`src/rtl/exc_entry_pkg.sv`:
```
package exc_entry_pkg;
  localparam int unsigned SR_FD_BIT = 15;
  localparam int unsigned SR_BL_BIT = 28;
  localparam int unsigned SR_RB_BIT = 29;
  localparam int unsigned SR_MD_BIT = 30;
  localparam int unsigned IMASK_LO  = 4;
  localparam int unsigned IMASK_W   = 4;

  localparam logic [11:0] CODE_POWER_RST  = 12'h000;
  localparam logic [11:0] CODE_MANUAL_RST = 12'h020;
  localparam logic [11:0] CODE_MULTI_HIT  = 12'h140;
  localparam logic [11:0] CODE_MISS_RD    = 12'h040;
  localparam logic [11:0] CODE_MISS_WR    = 12'h060;
  localparam logic [11:0] CODE_TRAP       = 12'h160;
  localparam logic [11:0] CODE_BL_EXEMPT  = 12'h1E0;

  typedef enum logic [1:0] {
    ENTRY_NONE = 2'd0,
    ENTRY_EXC  = 2'd1,
    ENTRY_IRQ  = 2'd2
  } entry_kind_e;

  typedef enum logic [1:0] {
    VEC_RESET   = 2'd0,
    VEC_MISS    = 2'd1,
    VEC_GENERAL = 2'd2,
    VEC_IRQ     = 2'd3
  } vec_class_e;
endpackage

```
`src/rtl/exc_entry_arb.sv`:
```
module exc_entry_arb
  import exc_entry_pkg::*;
#(
  parameter int unsigned CODE_W = 12
) (
  input  logic              exc_pend_i,
  input  logic [CODE_W-1:0] exc_code_i,
  input  logic              irq_req_i,
  input  logic              irq_vec_valid_i,
  input  logic [CODE_W-1:0] irq_vec_i,
  input  logic              blocked_i,
  input  logic              sleep_i,
  output entry_kind_e       kind_o,
  output logic [CODE_W-1:0] code_o
);
  logic exempt;
  logic irq_ok;

  assign exempt = (exc_code_i == CODE_W'(CODE_BL_EXEMPT));
  // sleeping core may be woken even while blocked
  assign irq_ok = irq_req_i && irq_vec_valid_i && (!blocked_i || sleep_i);

  always_comb begin
    kind_o = ENTRY_NONE;
    code_o = '0;
    if (exc_pend_i) begin
      kind_o = ENTRY_EXC;
      code_o = (blocked_i && !exempt) ? CODE_W'(CODE_POWER_RST) : exc_code_i;
    end else if (irq_ok) begin
      kind_o = ENTRY_IRQ;
      code_o = irq_vec_i;
    end
  end
endmodule

```
`src/rtl/exc_entry_ctx.sv`:
```
module exc_entry_ctx
  import exc_entry_pkg::*;
#(
  parameter int unsigned XLEN   = 32,
  parameter int unsigned FLAG_W = 4
) (
  input  logic [XLEN-1:0]   pc_i,
  input  logic [FLAG_W-1:0] flags_i,
  input  logic              is_trap_i,
  output logic [XLEN-1:0]   spc_o,
  output logic [FLAG_W-1:0] flags_o
);
  localparam logic [XLEN-1:0] INSN_BYTES = XLEN'(2);

  logic in_slot;
  logic [XLEN-1:0] rewound;

  assign in_slot = flags_i[0] | flags_i[1];
  assign rewound = in_slot ? (pc_i - INSN_BYTES) : pc_i;
  assign spc_o   = is_trap_i ? (rewound + INSN_BYTES) : rewound;

  always_comb begin
    flags_o = flags_i;
    if (in_slot) flags_o[2:0] = 3'b000;
    if (flags_i[3]) flags_o = '0;
  end
endmodule

```
`src/rtl/exc_entry_vec.sv`:
```
module exc_entry_vec
  import exc_entry_pkg::*;
#(
  parameter int unsigned    XLEN      = 32,
  parameter int unsigned    CODE_W    = 12,
  parameter logic [XLEN-1:0] RESET_PC = 32'hA000_0000,
  parameter logic [XLEN-1:0] OFS_GEN  = 32'h0000_0100,
  parameter logic [XLEN-1:0] OFS_MISS = 32'h0000_0400,
  parameter logic [XLEN-1:0] OFS_IRQ  = 32'h0000_0600
) (
  input  entry_kind_e       kind_i,
  input  logic [CODE_W-1:0] code_i,
  input  logic [XLEN-1:0]   sr_i,
  input  logic [XLEN-1:0]   vbr_i,
  output logic [XLEN-1:0]   pc_o,
  output logic [XLEN-1:0]   sr_o,
  output logic              is_trap_o
);
  vec_class_e vclass;

  always_comb begin
    vclass = VEC_GENERAL;
    if (kind_i == ENTRY_IRQ) begin
      vclass = VEC_IRQ;
    end else begin
      unique case (code_i)
        CODE_W'(CODE_POWER_RST),
        CODE_W'(CODE_MANUAL_RST),
        CODE_W'(CODE_MULTI_HIT): vclass = VEC_RESET;
        CODE_W'(CODE_MISS_RD),
        CODE_W'(CODE_MISS_WR):   vclass = VEC_MISS;
        default:                 vclass = VEC_GENERAL;
      endcase
    end
  end

  assign is_trap_o = (kind_i == ENTRY_EXC) && (code_i == CODE_W'(CODE_TRAP));

  always_comb begin
    sr_o = sr_i;
    sr_o[SR_BL_BIT] = 1'b1;
    sr_o[SR_RB_BIT] = 1'b1;
    sr_o[SR_MD_BIT] = 1'b1;
    unique case (vclass)
      VEC_RESET: begin
        sr_o[SR_FD_BIT] = 1'b0;
        sr_o[IMASK_LO +: IMASK_W] = '1;
        pc_o = RESET_PC;
      end
      VEC_MISS: pc_o = vbr_i + OFS_MISS;
      VEC_IRQ:  pc_o = vbr_i + OFS_IRQ;
      default:  pc_o = vbr_i + OFS_GEN;
    endcase
  end
endmodule

```
`src/rtl/exc_entry_seq.sv`:
```
module exc_entry_seq
  import exc_entry_pkg::*;
#(
  parameter int unsigned XLEN   = 32,
  parameter int unsigned CODE_W = 12,
  parameter int unsigned FLAG_W = 4
) (
  input  logic              clk_i,
  input  logic              rst_ni,
  input  logic              req_i,
  input  logic              exc_pend_i,
  input  logic [CODE_W-1:0] exc_code_i,
  input  logic              irq_req_i,
  input  logic              irq_vec_valid_i,
  input  logic [CODE_W-1:0] irq_vec_i,
  output logic [IMASK_W-1:0] irq_mask_o,
  input  logic [XLEN-1:0]   sr_i,
  input  logic [XLEN-1:0]   pc_i,
  input  logic [XLEN-1:0]   r15_i,
  input  logic [XLEN-1:0]   vbr_i,
  input  logic [FLAG_W-1:0] flags_i,
  input  logic              sleep_i,
  output logic              taken_o,
  output logic [XLEN-1:0]   ssr_o,
  output logic [XLEN-1:0]   spc_o,
  output logic [XLEN-1:0]   sgr_o,
  output logic [XLEN-1:0]   sr_o,
  output logic [CODE_W-1:0] expevt_o,
  output logic [CODE_W-1:0] intevt_o,
  output logic [XLEN-1:0]   pc_o,
  output logic [FLAG_W-1:0] flags_o,
  output logic              sleep_o
);
  entry_kind_e       kind;
  logic [CODE_W-1:0] code;
  logic [XLEN-1:0]   spc_n, pc_n, sr_n;
  logic [FLAG_W-1:0] flags_n;
  logic              is_trap;
  logic              accept;

  assign irq_mask_o = sr_i[IMASK_LO +: IMASK_W];

  exc_entry_arb #(.CODE_W(CODE_W)) u_arb (
    .exc_pend_i      (exc_pend_i),
    .exc_code_i      (exc_code_i),
    .irq_req_i       (irq_req_i),
    .irq_vec_valid_i (irq_vec_valid_i),
    .irq_vec_i       (irq_vec_i),
    .blocked_i       (sr_i[SR_BL_BIT]),
    .sleep_i         (sleep_i),
    .kind_o          (kind),
    .code_o          (code)
  );

  exc_entry_vec #(.XLEN(XLEN), .CODE_W(CODE_W)) u_vec (
    .kind_i    (kind),
    .code_i    (code),
    .sr_i      (sr_i),
    .vbr_i     (vbr_i),
    .pc_o      (pc_n),
    .sr_o      (sr_n),
    .is_trap_o (is_trap)
  );

  exc_entry_ctx #(.XLEN(XLEN), .FLAG_W(FLAG_W)) u_ctx (
    .pc_i      (pc_i),
    .flags_i   (flags_i),
    .is_trap_i (is_trap),
    .spc_o     (spc_n),
    .flags_o   (flags_n)
  );

  assign accept = req_i && (kind != ENTRY_NONE);

  always_ff @(posedge clk_i or negedge rst_ni) begin
    if (!rst_ni) begin
      taken_o  <= 1'b0;
      ssr_o    <= '0;
      spc_o    <= '0;
      sgr_o    <= '0;
      sr_o     <= '0;
      expevt_o <= '0;
      intevt_o <= '0;
      pc_o     <= '0;
      flags_o  <= '0;
      sleep_o  <= 1'b0;
    end else begin
      taken_o <= accept;
      if (req_i) begin
        sleep_o <= accept ? 1'b0 : sleep_i;
        flags_o <= accept ? flags_n : flags_i;
      end
      if (accept) begin
        ssr_o <= sr_i;
        spc_o <= spc_n;
        sgr_o <= r15_i;
        sr_o  <= sr_n;
        pc_o  <= pc_n;
        if (kind == ENTRY_EXC) expevt_o <= code;
        else                   intevt_o <= code;
      end
    end
  end

  a_r1_exc_keeps_intevt: assert property (@(posedge clk_i) disable iff (!rst_ni)
    taken_o && $past(exc_pend_i) |-> $stable(intevt_o));

  a_r2_blocked_to_reset: assert property (@(posedge clk_i) disable iff (!rst_ni)
    taken_o && $past(exc_pend_i) && $past(sr_i[SR_BL_BIT])
      && ($past(exc_code_i) != CODE_W'(CODE_BL_EXEMPT))
    |-> (expevt_o == '0) && (pc_o == 32'hA000_0000));

  a_r5_status_bits: assert property (@(posedge clk_i) disable iff (!rst_ni)
    taken_o |-> sr_o[SR_BL_BIT] && sr_o[SR_RB_BIT] && sr_o[SR_MD_BIT]);

  a_r9_irq_keeps_expevt: assert property (@(posedge clk_i) disable iff (!rst_ni)
    taken_o && !$past(exc_pend_i) |-> $stable(expevt_o) && (pc_o == $past(vbr_i) + 32'h600));

  a_r10_taken_needs_req: assert property (@(posedge clk_i) disable iff (!rst_ni)
    taken_o |-> $past(req_i));

  a_r10_hold_when_idle: assert property (@(posedge clk_i) disable iff (!rst_ni)
    !taken_o |-> $stable(pc_o) && $stable(spc_o) && $stable(ssr_o));

  a_r10_sleep_cleared: assert property (@(posedge clk_i) disable iff (!rst_ni)
    taken_o |-> !sleep_o);
endmodule

```
`config.mk`:
```
export PLATFORM = sky130hd
export DESIGN_NAME = exc_entry_seq
export DESIGN_NICKNAME = d
export VERILOG_FILES = /design/src/rtl/exc_entry_pkg.sv /design/src/rtl/exc_entry_arb.sv /design/src/rtl/exc_entry_ctx.sv /design/src/rtl/exc_entry_vec.sv /design/src/rtl/exc_entry_seq.sv
export SDC_FILE = /design/constraint.sdc
export NUM_CORES = 1
export LEC_CHECK = 0
export BUFFER_PORTS_ARGS = -buffer_cell sky130_fd_sc_hd__buf_2
export CORE_MARGIN = 4
export CORE_UTILIZATION = 40
export CTS_BUF_LIST = sky130_fd_sc_hd__clkbuf_8
export CTS_CLUSTER_SIZE = 12
export DETAILED_ROUTE_END_ITERATION = 16
export GPL_TIMING_DRIVEN = 0
export PLACE_DENSITY = 0.63
export SYNTH_ARGS = -nofsm -noshare
export SYNTH_HDL_FRONTEND = slang
export SYNTH_SLANG_ARGS = --single-unit
export TNS_END_PERCENT = 10
```
`constraint.sdc`:
```
create_clock -name clk_i -period 0.8 [get_ports clk_i]
set_input_delay 0.16 -clock clk_i [delete_from_list [all_inputs] [get_ports clk_i]]
set_output_delay 0.16 -clock clk_i [all_outputs]
set_load 0.02 [all_outputs]
```
# Word level (Yosys, flattened, before mapping)
# Cells that the tools add are included.
[totals]
elab_cells = 58
reg_bits = 190
[classes]
add_sub_neg = 5
mux = 16
n_bitwise = 2
eq_ne = 10
n_reduce_logical = 15
[ops]
columns = ["op", "n"]
rows = [
  ["$pmux 32 s3", 1],
  ["$add 32x11->32 const B", 2],
  ["$mux 32", 2],
  ["$eq 12x9->1 const B", 3],
  ["$mux 12", 3],
  ["$add 32x2->32 const B", 1],
  ["$add 32x9->32 const B", 1],
  ["$sub 32x2->32 const B", 1],
  ["$eq 12x7->1 const B", 2],
  ["$eq 12x6->1 const B", 1],
  ["$logic_not 12->1", 1],
  ["$mux 4", 2],
  ["$mux 2", 3],
  ["$mux 3", 2],
  ["$logic_and 1x1->1", 5],
  ["$eq 2x1->1 const B", 2],
  ["$eq 2x2->1 const B", 2],
  ["$pmux 2 s2", 1],
  ["$reduce_and 2->1", 2],
  ["$reduce_or 3->1", 1],
  ["$logic_not 1->1", 2],
  ["$logic_not 2->1", 1],
  ["$mux 1", 2],
  ["$reduce_bool 2->1", 1],
  ["4 further kinds", 4],
]

# Longest topological paths before layout
# Gate-level depths: netlist of run 1.
[depth]
depth_word = 11
depth_mapped = 12

# Hierarchy
# Synthesis of run 1 repeated with hierarchy kept, for this count alone.
[unflattened]
cells_unflattened = 1001
hier_area_um2 = 11343.4
[by_module_without_submodules]
columns = ["mod", "n_inst", "cells_each", "area_each_um2", "seq_area_each_um2"]
rows = [
  ["exc_entry_seq", 1, 423, 7503.4, 4754.6],
  ["exc_entry_ctx", 1, 256, 1774.2, 0.0],
  ["exc_entry_vec", 1, 280, 1765.4, 0.0],
  ["exc_entry_arb", 1, 42, 300.3, 0.0],
]

# Worst setup path before layout of run 1
# OpenSTA, ideal clock, no wires.
[synth_timing]
path_kind = "input to register"
start = "input exc_code_i[0]"
end = "register spc_o[20]"
required_ns = 0.674
path_buffers = 1
t_arrival_ns = 3.104
setup_slack_ns = -2.430
path_stages = 9
setup_ns = 0.126
path_cell_list = "or4_4 or3_4 or4_1 or4_4 or3_1 clkbuf_2 o311a_1 mux2_2 a221o_1"
[synth_between]
elab_chain_len = 8
[synth_rtl]
columns = ["item", "line_no", "text"]
rows = [
  ["start, declared", "exc_entry_seq.sv:12", "input logic [CODE_W-1:0] exc_code_i,"],
  ["$eq 12x9->1", "exc_entry_arb.sv:19", "assign exempt = (exc_code_i == CODE_W'(CODE_BL_EXEMPT));"],
  ["$logic_not 1->1", "exc_entry_arb.sv:28", "code_o = (blocked_i && !exempt) ? CODE_W'(CODE_POWER_RST) : exc_code_i;"],
  ["$logic_and 1x1->1", "exc_entry_arb.sv:28", ""],
  ["$mux 12 (*)", "exc_entry_arb.sv:28", ""],
  ["$mux 12 (*)", "exc_entry_arb.sv:26", "if (exc_pend_i) begin"],
  ["$eq 12x9->1 (*)", "exc_entry_vec.sv:37", "assign is_trap_o = (kind_i == ENTRY_EXC) && (code_i == CODE_W'(CODE_TRAP));"],
  ["$logic_and 1x1->1 (*)", "exc_entry_vec.sv:37", ""],
  ["$mux 32 (*)", "exc_entry_ctx.sv:20", "assign spc_o = is_trap_i ? (rewound + INSN_BYTES) : rewound;"],
  ["end signal, assigned", "exc_entry_seq.sv:95", "spc_o <= spc_n;"],
  ["end, declared", "exc_entry_seq.sv:25", "output logic [XLEN-1:0] spc_o,"],
]
# Every way passes the cells marked *; elsewhere a longest branch is shown, timed or not.
# A chain may end at the register's enable or synchronous reset.

# Worst setup path after layout of run 1
# Ends and elaborated chain as after synthesis.

==> flow_summary.toml, run 1 <==
[status]
status = "finished, violations left"
failed_checks = "hold timing, setup timing"

[sta]
fin_crit_ns = 2.93
slew_headroom_pct = 52.0
final_hold_viol_count = 62
fin_tns_setup_ns = -240.48
tightest_slew_ns = 0.720
fin_ws_ns = -2.13
setup_viol = 346
period_share_pct = 366
rsz0062_at_grt = "true"
fin_skew_ns = 0
clock.fmax_mhz = 341
drv_slew = 0
hold_ws_ns = -0.438

[clocking]
postCtsHoldBufs = 85
clock-sinks = 164
cts_tree = "yes"
clk_latency_ns = 0.45
clockBufferDepth = 2
cts.clk_slew.worst_paths_ns = 0.10
cts_root_buf = "clkbuf_8"
htree_levels = 4
cts_buffers = 17

[floorplanning]
floorplan.io_pins = 357
die-area_mm2 = 0.0262
die_w_um = 162
num_rows = 55
design.core.area_mm2 = 0.0229
start_util_pct = 41.2
chipHeight_um = 162

[place]
gp_congestion = 0.919
dp_hpwl_um = 25200
port_buffers = 339
place_area_mm2 = 0.0116

[global_routing]
grt_max_degree = 119
grt.overflow.total = 0
grt_pass1_wl_um = 54600
antenna_found_initial = 3
grt_pass1_vias = 10000
grt_usage_pct = 26.0

[routing]
first_pass_iters = 6
drtIter0Drc = 740
post_drt_wl_per_cell_um = 18.4
wirelength_um = 36000
drtAntennaViolNets = 0
drc_errors = 0
via_per_inst = 5.33
vias = 10400

[synthesis]
syn_nets = 1320
ys_seq_elements = 164
yosys.cell_types.count = 65
synth_compound_gate_area_share_pct = 17.2
synthAdderAreaFrac_pct = 0.927
ys_dominant_reg_cell = "dfrtp_1"
yosys.area_share.simple_pct = 25.9
synth.largest_area_cell = "dfrtp_1"
synth_edf_count = 0
muxShareOfSynthArea_pct = 1.11
synthArstFlopShare_pct = 100
synth_sequential_area_ratio_pct = 43.4
synth_top_area_share_pct = 43.4
synth-xor-area-share_pct = 5.56
synthTopCellsByArea = "dfrtp_1 43%, nand2_1 12%, o21ai_0 4.2%"
synth_top_family_by_area = "simple AND/OR/NAND/NOR gates"
yosys_warnings = 0
syn_area_mm2 = 0.00945
avgSynthCellArea_um2 = 8.22
synthCells = 1150

[power_and_ir_drop]
finalPower_mw = 24.6
p_comb_share_pct = 34.0
p_int_mw = 15.3
sw_frac_of_total_pct = 37.9
p_clk_share_pct = 24.6
total_leakage_power_nw = 6.75
irDropWorstVdd_mv = 0.951
p_switching_mw = 9.32
seqPwrFrac_pct = 41.4
p_per_area_mw_per_mm2 = 1720

[finish]
layout_commonest_cell = "nand2_1"
final_layout_size_suffix_gt1_share_pct = 34.3
layout_common_cells = "310 x nand2_1, 262 x buf_2, 162 x dfrtp_1"
fin_nets = 1797
area_delta_synth_final_pct = 51.4
final_area_mm2 = 0.0143

[critical_path]
path_max_fanout = 4
timing.rr.start = "spc_o[15]"
ff2ff_path_depth = 1
crit_type = "input port to flop"
r2r_slack_ns = -0.06
required_ns = 1.15
worstSetupStartpointType = "input port"
reg2reg_to = "spc_o[15]"
worst_ep_arrival_time_ns = 3.28
crit_path_end_kind = "flop"

[job]
cap_violations = 0

[hold_path]
hold_path_class = "input port to async pin"
state kept, by name, indices dropped and copies added, names as in the netlist:
signal,flops
expevt_o,12
flags_o,4
intevt_o,12
pc_o,32
sgr_o,32
sleep_o,1
spc_o,32
sr_o,6
ssr_o,32
taken_o,1
synth_stat cells, drive strengths merged, types with 20 or more instances:
library cell / count
xor2: 24
nor3: 31
o21ai: 80
buf: 38
nand3: 29
nor4: 21
clkbuf: 61
xnor2: 36
dfrtp: 164
nor2: 73
inv: 20
a21oi: 37
nand2: 311
kinds of logic after synthesis:
family / Yosys count
compound gates: 246
xor+xnor: 60
fa+ha+maj: 7
buf+inv: 119
flops: 164
mux: 10
simple gates: 544
worst max-delay path, stage by stage:
cell     delay [ns]
buf_6          0.09
or4_4          0.54
or3_4          0.36
or4_4          0.44
or4_4          0.45
or3_4          0.37
o311a_1        0.35
mux2_4         0.26
a221o_1        0.26
timing repair:
item	4_1_cts	5_1_grt
endpoints found under the hold margin	135	46
cloned	1	0
setup endpoints to repair	346	347
gates resized for setup	101	276
buffers inserted	17	19
pin swaps	17	47
area by class of cell:
type | instances | area (um^2)
multi-input combinational | 867 | 5330
buffer | 95 | 613
fill | 2021 | 8600
clock buffer | 17 | 234
timing repair buffer | 462 | 3400
inverter | 20 | 75.1
antenna | 3 | 7.51
sequential | 164 | 4110
tap | 313 | 392
clock inverter | 15 | 154
power groups by stage:
stage / logic [mW] / clock network [mW] / registers, mW
floorplan: 2.53 / 0 / 11.6
global placement: 6.86 / 0 / 10.2
detailed placement: 6.94 / 0 / 10.2
CTS: 7.48 / 6.20 / 10.1
global route: 8.96 / 6.54 / 10.3
finish: 8.37 / 6.05 / 10.2
per-stage QoR:
stage	std cells	setup WS, ns	hold slack, ns	util [%]
floorplan	1150	-2.43	-0.136	-
global placement	1802	-3.10	0.349	50.5
detailed placement	1803	-2.79	0.0790	50.6
CTS	1936	-2.09	-0.438	58.2
global route	1955	-2.15	-0.445	62.4
finish	1956	-2.13	-0.438	62.5
metal layers:
metal | share of wire [%] | track usage, %
met1 | 41 | 33.5
met2 | 50 | 44.6
met3 | 6.3 | 5.15
met4 | 2.5 | 7.77
met5 | 0.036 | 0
worst max-delay path by stage:
stage	startpoint	endpoint	slack [ns]	depth (start not counted)
floorplan	exc_code_i[0]	spc_o[20]	-2.43	9
global placement	rst_ni	ssr_o[31]	-3.10	1
detailed placement	exc_code_i[0]	spc_o[20]	-2.79	10
CTS	exc_code_i[0]	spc_o[20]	-2.09	9
global route	exc_code_i[0]	spc_o[20]	-2.15	9
finish	exc_code_i[0]	spc_o[20]	-2.13	9
No activity file was read; power rests on OpenSTA's default activity.
==> run 2, diff against run 1 <==
- PLACE_DENSITY: 0.63 -> 0.67
==> run 2 against run 1 <==
Against the previous run:
- the run still ends with hold timing, setup timing left
- core utilization increased by 0.38 points
- wire length up 1.4%
- clock power is 3.6% higher
- power rose by 1.6%
- register-to-register slack hardly changed
- count of clock-buffer cells in the layout unchanged
- critical path type unchanged
- clock skew stayed put
- critical path depth did not move
- combinational power up 2%
- die area unchanged
- critical endpoint unchanged
==> flow_summary.toml, run 2 (synthesis results as in run 1) <==
[status]
status = "finished, violations left"
failed_checks = "hold timing, setup timing"

[clocking]
clk_latency_ns = 0.45
clockBufferDepth = 2
cts_root_buf = "clkbuf_8"
cts.clk_slew.worst_paths_ns = 0.11
cts_buffers = 17
clock-sinks = 164
postCtsHoldBufs = 85
cts_tree = "yes"
htree_levels = 4

[place]
dp_hpwl_um = 25400
port_buffers = 339
gp_congestion = 0.903

[sta]
period_share_pct = 367
clock.fmax_mhz = 340
fin_crit_ns = 2.94
fin_skew_ns = 0
final_hold_viol_count = 48
hold_ws_ns = -0.423
fin_tns_setup_ns = -233.40
setup_viol = 346
rsz0062_at_grt = "true"
drv_slew = 0
tightest_slew_ns = 0.778
fin_ws_ns = -2.14
slew_headroom_pct = 48.1

[critical_path]
critPathLaunch = "exc_code_i[0]"
endpoint = "spc_o[20]"
crit_type = "input port to flop"
ff2ff_path_depth = 1
reg2reg_to = "spc_o[24]"
cp_top_family = "simple AND/OR/NAND/NOR gates"
worstSetupStartpointType = "input port"
cp_cell_sequence = "buf_6 > or4_4 > or3_4 > or4_4 > or4_4 > or3_4 > o311a_1 > mux2_4 > a221o_1"
timing.rr.start = "spc_o[24]"
cpMostUsedCell = "or4_4"
cpMaxStageDelayCell = "or4_4"
critPathMaxStageDelay_ns = 0.54
worst-path-buf-inv = 1
r2r_slack_ns = -0.05
worst_ep_arrival_time_ns = 3.30
crit_path_end_kind = "flop"
path_depth = 9
required_ns = 1.16
path_max_fanout = 6

[routing]
met1_length_um = 14600
highest_layer = "met5"
wl_met3_um = 2320
drtAntennaViolNets = 0
drtIter0Drc = 851
vias = 10600
wl_met2_um = 18100
wirelength_um = 36500
drc_errors = 0
via_per_inst = 5.40
first_pass_iters = 7
post_drt_wl_per_cell_um = 18.7

[global_routing]
grt.overflow.total = 0
grt_usage_pct = 26.6
grt_pass1_vias = 10400
antenna_found_initial = 6
grt_max_degree = 120
grt_pass1_wl_um = 55800

[job]
cap_violations = 0

[finish]
final_layout_size_suffix_gt1_share_pct = 34.8
fin_nets = 1797
layout_common_cells = "309 x nand2_1, 262 x buf_2, 164 x dfrtp_1"
layout_commonest_cell = "nand2_1"
area_delta_synth_final_pct = 52.3

[power_and_ir_drop]
p_per_area_mw_per_mm2 = 1740
finalPower_mw = 25.0
total_leakage_power_nw = 6.76
irDropWorstVdd_mv = 1.13

[floorplanning]
num_rows = 55
start_util_pct = 41.2
die-area_mm2 = 0.0262
die_w_um = 162
design.core.area_mm2 = 0.0229
floorplan.io_pins = 357
chipHeight_um = 162

[hold_path]
hold_path_class = "input port to async pin"
run 2: changes by cell type in the layout (fill, tap and decap cells not counted), sizes merged:
cell and change:
or4 +1, buf +2, diode +1, clkbuf -3, inv -2, clkinvlp +3
clkinv -3, bufinv +1
run 2: power breakdown:
part | leakage [nW] | total, mW | internal, mW | switching [mW]
Clock | 0.193 | 6.27 | 2.62 | 3.65
Sequential | 2.03 | 10.2 | 9.43 | 0.765
Combinational | 4.54 | 8.53 | 3.62 | 4.91
Total | 6.76 | 25.0 | 15.7 | 9.33
run 2: layer usage:
metal / track usage (%) / vias up
li1: - / 4960
met1: 32.8 / 5060
met2: 45.8 / 445
met3: 5.23 / 92
met4: 10.9 / 4
met5: 0 / -
run 2: final cells by class:
| type | count | area [um^2] |
|---|---|---|
| well taps | 313 | 392 |
| multi-input cells | 868 | 5370 |
| flip-flops and latches | 164 | 4100 |
| clock inverters | 14 | 165 |
| fillers | 1980 | 8520 |
| clock buffers | 17 | 234 |
| inverters | 20 | 77.6 |
| repair buffers | 463 | 3440 |
| plain buffers | 93 | 603 |
| diodes | 4 | 10.0 |
run 2: how the worst min path moves through the flow:
stage | slack (ns) | endpoint | depth (start not counted) | from
after floorplan | -0.14 | expevt_o[0] | 0 | rst_ni
after global placement | 0.35 | sgr_o[4] | 3 | r15_i[4]
after detailed placement | 0.08 | spc_o[4] | 1 | rst_ni
after CTS | -0.44 | spc_o[4] | 1 | rst_ni
after global routing | -0.44 | spc_o[4] | 1 | rst_ni
final | -0.42 | spc_o[4] | 1 | rst_ni
run 2: what timing repair did:
action                                  in CTS  in global routing
cloned                                       2                  0
endpoints found under the hold margin      134                 45
resized for setup                          216                191
endpoints found under the setup margin     346                350
pin swaps                                   30                 34
buffers inserted                            21                 17
run 2: per-stage QoR:
stage / setup slack [ns] / area (um^2) / instances / hold WS [ns] / util, %
after floorplan: -2.43 / 9480 / 1150 / -0.136 / -
after global placement: -3.08 / 11600 / 1802 / 0.349 / 50.5
after detailed placement: -2.79 / 11600 / 1803 / 0.0773 / 50.6
after CTS: -2.10 / 13700 / 1939 / -0.440 / 59.9
after global routing: -2.13 / 14400 / 1956 / -0.439 / 62.8
final: -2.14 / 14400 / 1956 / -0.423 / 62.8
==> run 3, diff against run 2 <==
- CELL_PAD_IN_SITES_DETAIL_PLACEMENT: not set -> 1
- CELL_PAD_IN_SITES_GLOBAL_PLACEMENT: not set -> 1
- CORE_UTILIZATION: 40 -> 37
- PLACE_DENSITY: 0.67 -> not set
- PLACE_DENSITY_LB_ADDON: not set -> 0.1
==> run 3 against run 2 <==
Against the previous run:
- combinational power is 4.6% higher
- the flow still finishes with violations (hold timing, setup timing)
- sequential power about the same
- highest routed layer is now met4
- hold slack improved by 0.034 ns
==> flow_summary.toml, run 3 (synthesis results as in run 1) <==
[status]
status = "finished, violations left"
failed_checks = "hold timing, setup timing"

[floorplanning]
start_util_pct = 37.5
floorplan.io_pins = 357
chipHeight_um = 168
design.core.area_mm2 = 0.0252
num_rows = 58
die_w_um = 168
die-area_mm2 = 0.0282

[critical_path]
required_ns = 1.15
worstSetupStartpointType = "input port"
crit_type = "input port to flop"
path_max_fanout = 4
critPathMaxStageDelay_ns = 0.54
worst_ep_arrival_time_ns = 3.27
cpMostUsedCell = "or4_4"
crit_path_end_kind = "flop"
cp_cell_sequence = "buf_6 > or4_4 > or3_4 > or4_4 > or4_4 > or3_4 > o311a_1 > mux2_4 > a221o_1"
cpMaxStageDelayCell = "or4_4"

[sta]
final_hold_viol_count = 71
period_share_pct = 364
tightest_slew_ns = 0.762
rsz0062_at_grt = "true"
clock.fmax_mhz = 343
fin_crit_ns = 2.91
slew_headroom_pct = 49.2
drv_slew = 0
setup_viol = 346
fin_ws_ns = -2.11
hold_ws_ns = -0.389
fin_skew_ns = 0

[finish]
fin_cells = 1982
layout_common_cells = "309 x nand2_1, 235 x buf_2, 164 x dfrtp_1"
final_area_mm2 = 0.0146
final_layout_size_suffix_gt1_share_pct = 34.7
fin_nets = 1802
layout_commonest_cell = "nand2_1"
area_delta_synth_final_pct = 55.0
fill_cells = 2991

[routing]
wirelength_um = 41500
post_drt_wl_per_cell_um = 21.0
drtAntennaViolNets = 0
via_per_inst = 5.43
first_pass_iters = 5
drtIter0Drc = 683
drc_errors = 0
vias = 10800

[power_and_ir_drop]
irDropWorstVdd_mv = 1.13
total_leakage_power_nw = 6.88
finalPower_mw = 25.9
p_per_area_mw_per_mm2 = 1770

[place]
gp_congestion = 0.878
port_buffers = 339
dp_hpwl_um = 27700
place_area_mm2 = 0.0116
dp.cells = 1820

[clocking]
cts_root_buf = "clkbuf_8"
clockBufferDepth = 2
htree_levels = 4
clk_latency_ns = 0.48
cts_tree = "yes"
postCtsHoldBufs = 87
cts.clk_slew.worst_paths_ns = 0.11
cts_buffers = 17
clock-sinks = 164

[global_routing]
grt.overflow.total = 0
grt_usage_pct = 28.3
antenna_found_initial = 7
grt_max_degree = 94
grt_pass1_wl_um = 63700
use_met1_pct = 34.4
use_met3_pct = 5.10
use_met2_pct = 48.7
grt_pass1_vias = 11400
busiest_layer = "met2"

[hold_path]
hold_path_class = "input port to async pin"

[job]
cap_violations = 0
## run 3: cell count changes in the layout (fill, tap and decap cells not counted), sizes merged
| cell | delta |
|---|---|
| clkinv | +2 |
| diode | +3 |
| buf | +2 |
| or4 | -1 |
| bufinv | +1 |
| dlygate4sd3 | +2 |
| clkinvlp | -3 |
| clkbuf | +3 |
## run 3: per-stage QoR
stage | setup TNS (ns) | setup WS, ns | utilization, % | hold WS (ns)
global route | -260.34 | -2.14 | 58.2 | -0.367
finish | -241.05 | -2.11 | 58.2 | -0.389
CTS | -247.10 | -2.09 | 56.1 | -0.374
detailed placement | -366.19 | -2.79 | 46.2 | 0.158
global placement | -860.33 | -3.21 | 46.0 | 0.350
floorplan | -206.07 | -2.43 | - | -0.136
## run 3: power breakdown
group          internal [mW]  total, mW  switching (mW)
Sequential              9.43       10.3           0.868
Clock                   3.01       6.72            3.71
Combinational           3.86       8.92            5.06
Total                   16.3       25.9            9.63
## run 3: final timing paths
check	from	endpoint	slack (ns)	depth (start not counted)
hold / removal	rst_ni	intevt_o[3]	-0.39	1
setup / recovery	exc_code_i[0]	spc_o[20]	-2.11	9
setup reg to reg	spc_o[26]	spc_o[26]	-0.07	1
min in group clk_i	exc_code_i[11]	intevt_o[11]	0.04	3
hold reg to reg	ssr_o[30]	ssr_o[30]	0.48	2
max in group asynchronous	rst_ni	sgr_o[8]	0.25	2
## run 3: area by class of cell
cell class | instances | area, um^2 | area share [%]
Inverter | 20 | 75.1 | 0.512
Multi-Input combinational cell | 867 | 5330 | 36.4
Clock buffer | 18 | 248 | 1.69
Antenna cell | 7 | 17.5 | 0.120
Sequential cell | 164 | 4100 | 28.0
Timing Repair Buffer | 469 | 3680 | 25.1
Buffer | 93 | 597 | 4.07
Clock inverter | 14 | 180 | 1.23
Tap cell | 330 | 413 | 2.82
## run 3: worst max-delay path: cells and delay by family
kind | cells | cell delay [ns]
AOI/OAI and AO/OA | 2 | 0.60
buffers and inverters | 1 | 0.09
muxes | 1 | 0.25
and+or+nand+nor | 5 | 2.17
## run 3: timing repair
item	in CTS	in global routing
resized for setup	300	161
hold endpoints to repair	160	71
pin swaps	53	34
setup buffers	31	11
endpoints found under the setup margin	346	350
## run 3: per-layer routing
metal / vias to the layer above / routed length, um
met4: 0 / 1790
met1: 5296 / 16900
met3: 103 / 2160
li1: 4964 / -
met2: 407 / 20700
met5: - / 0
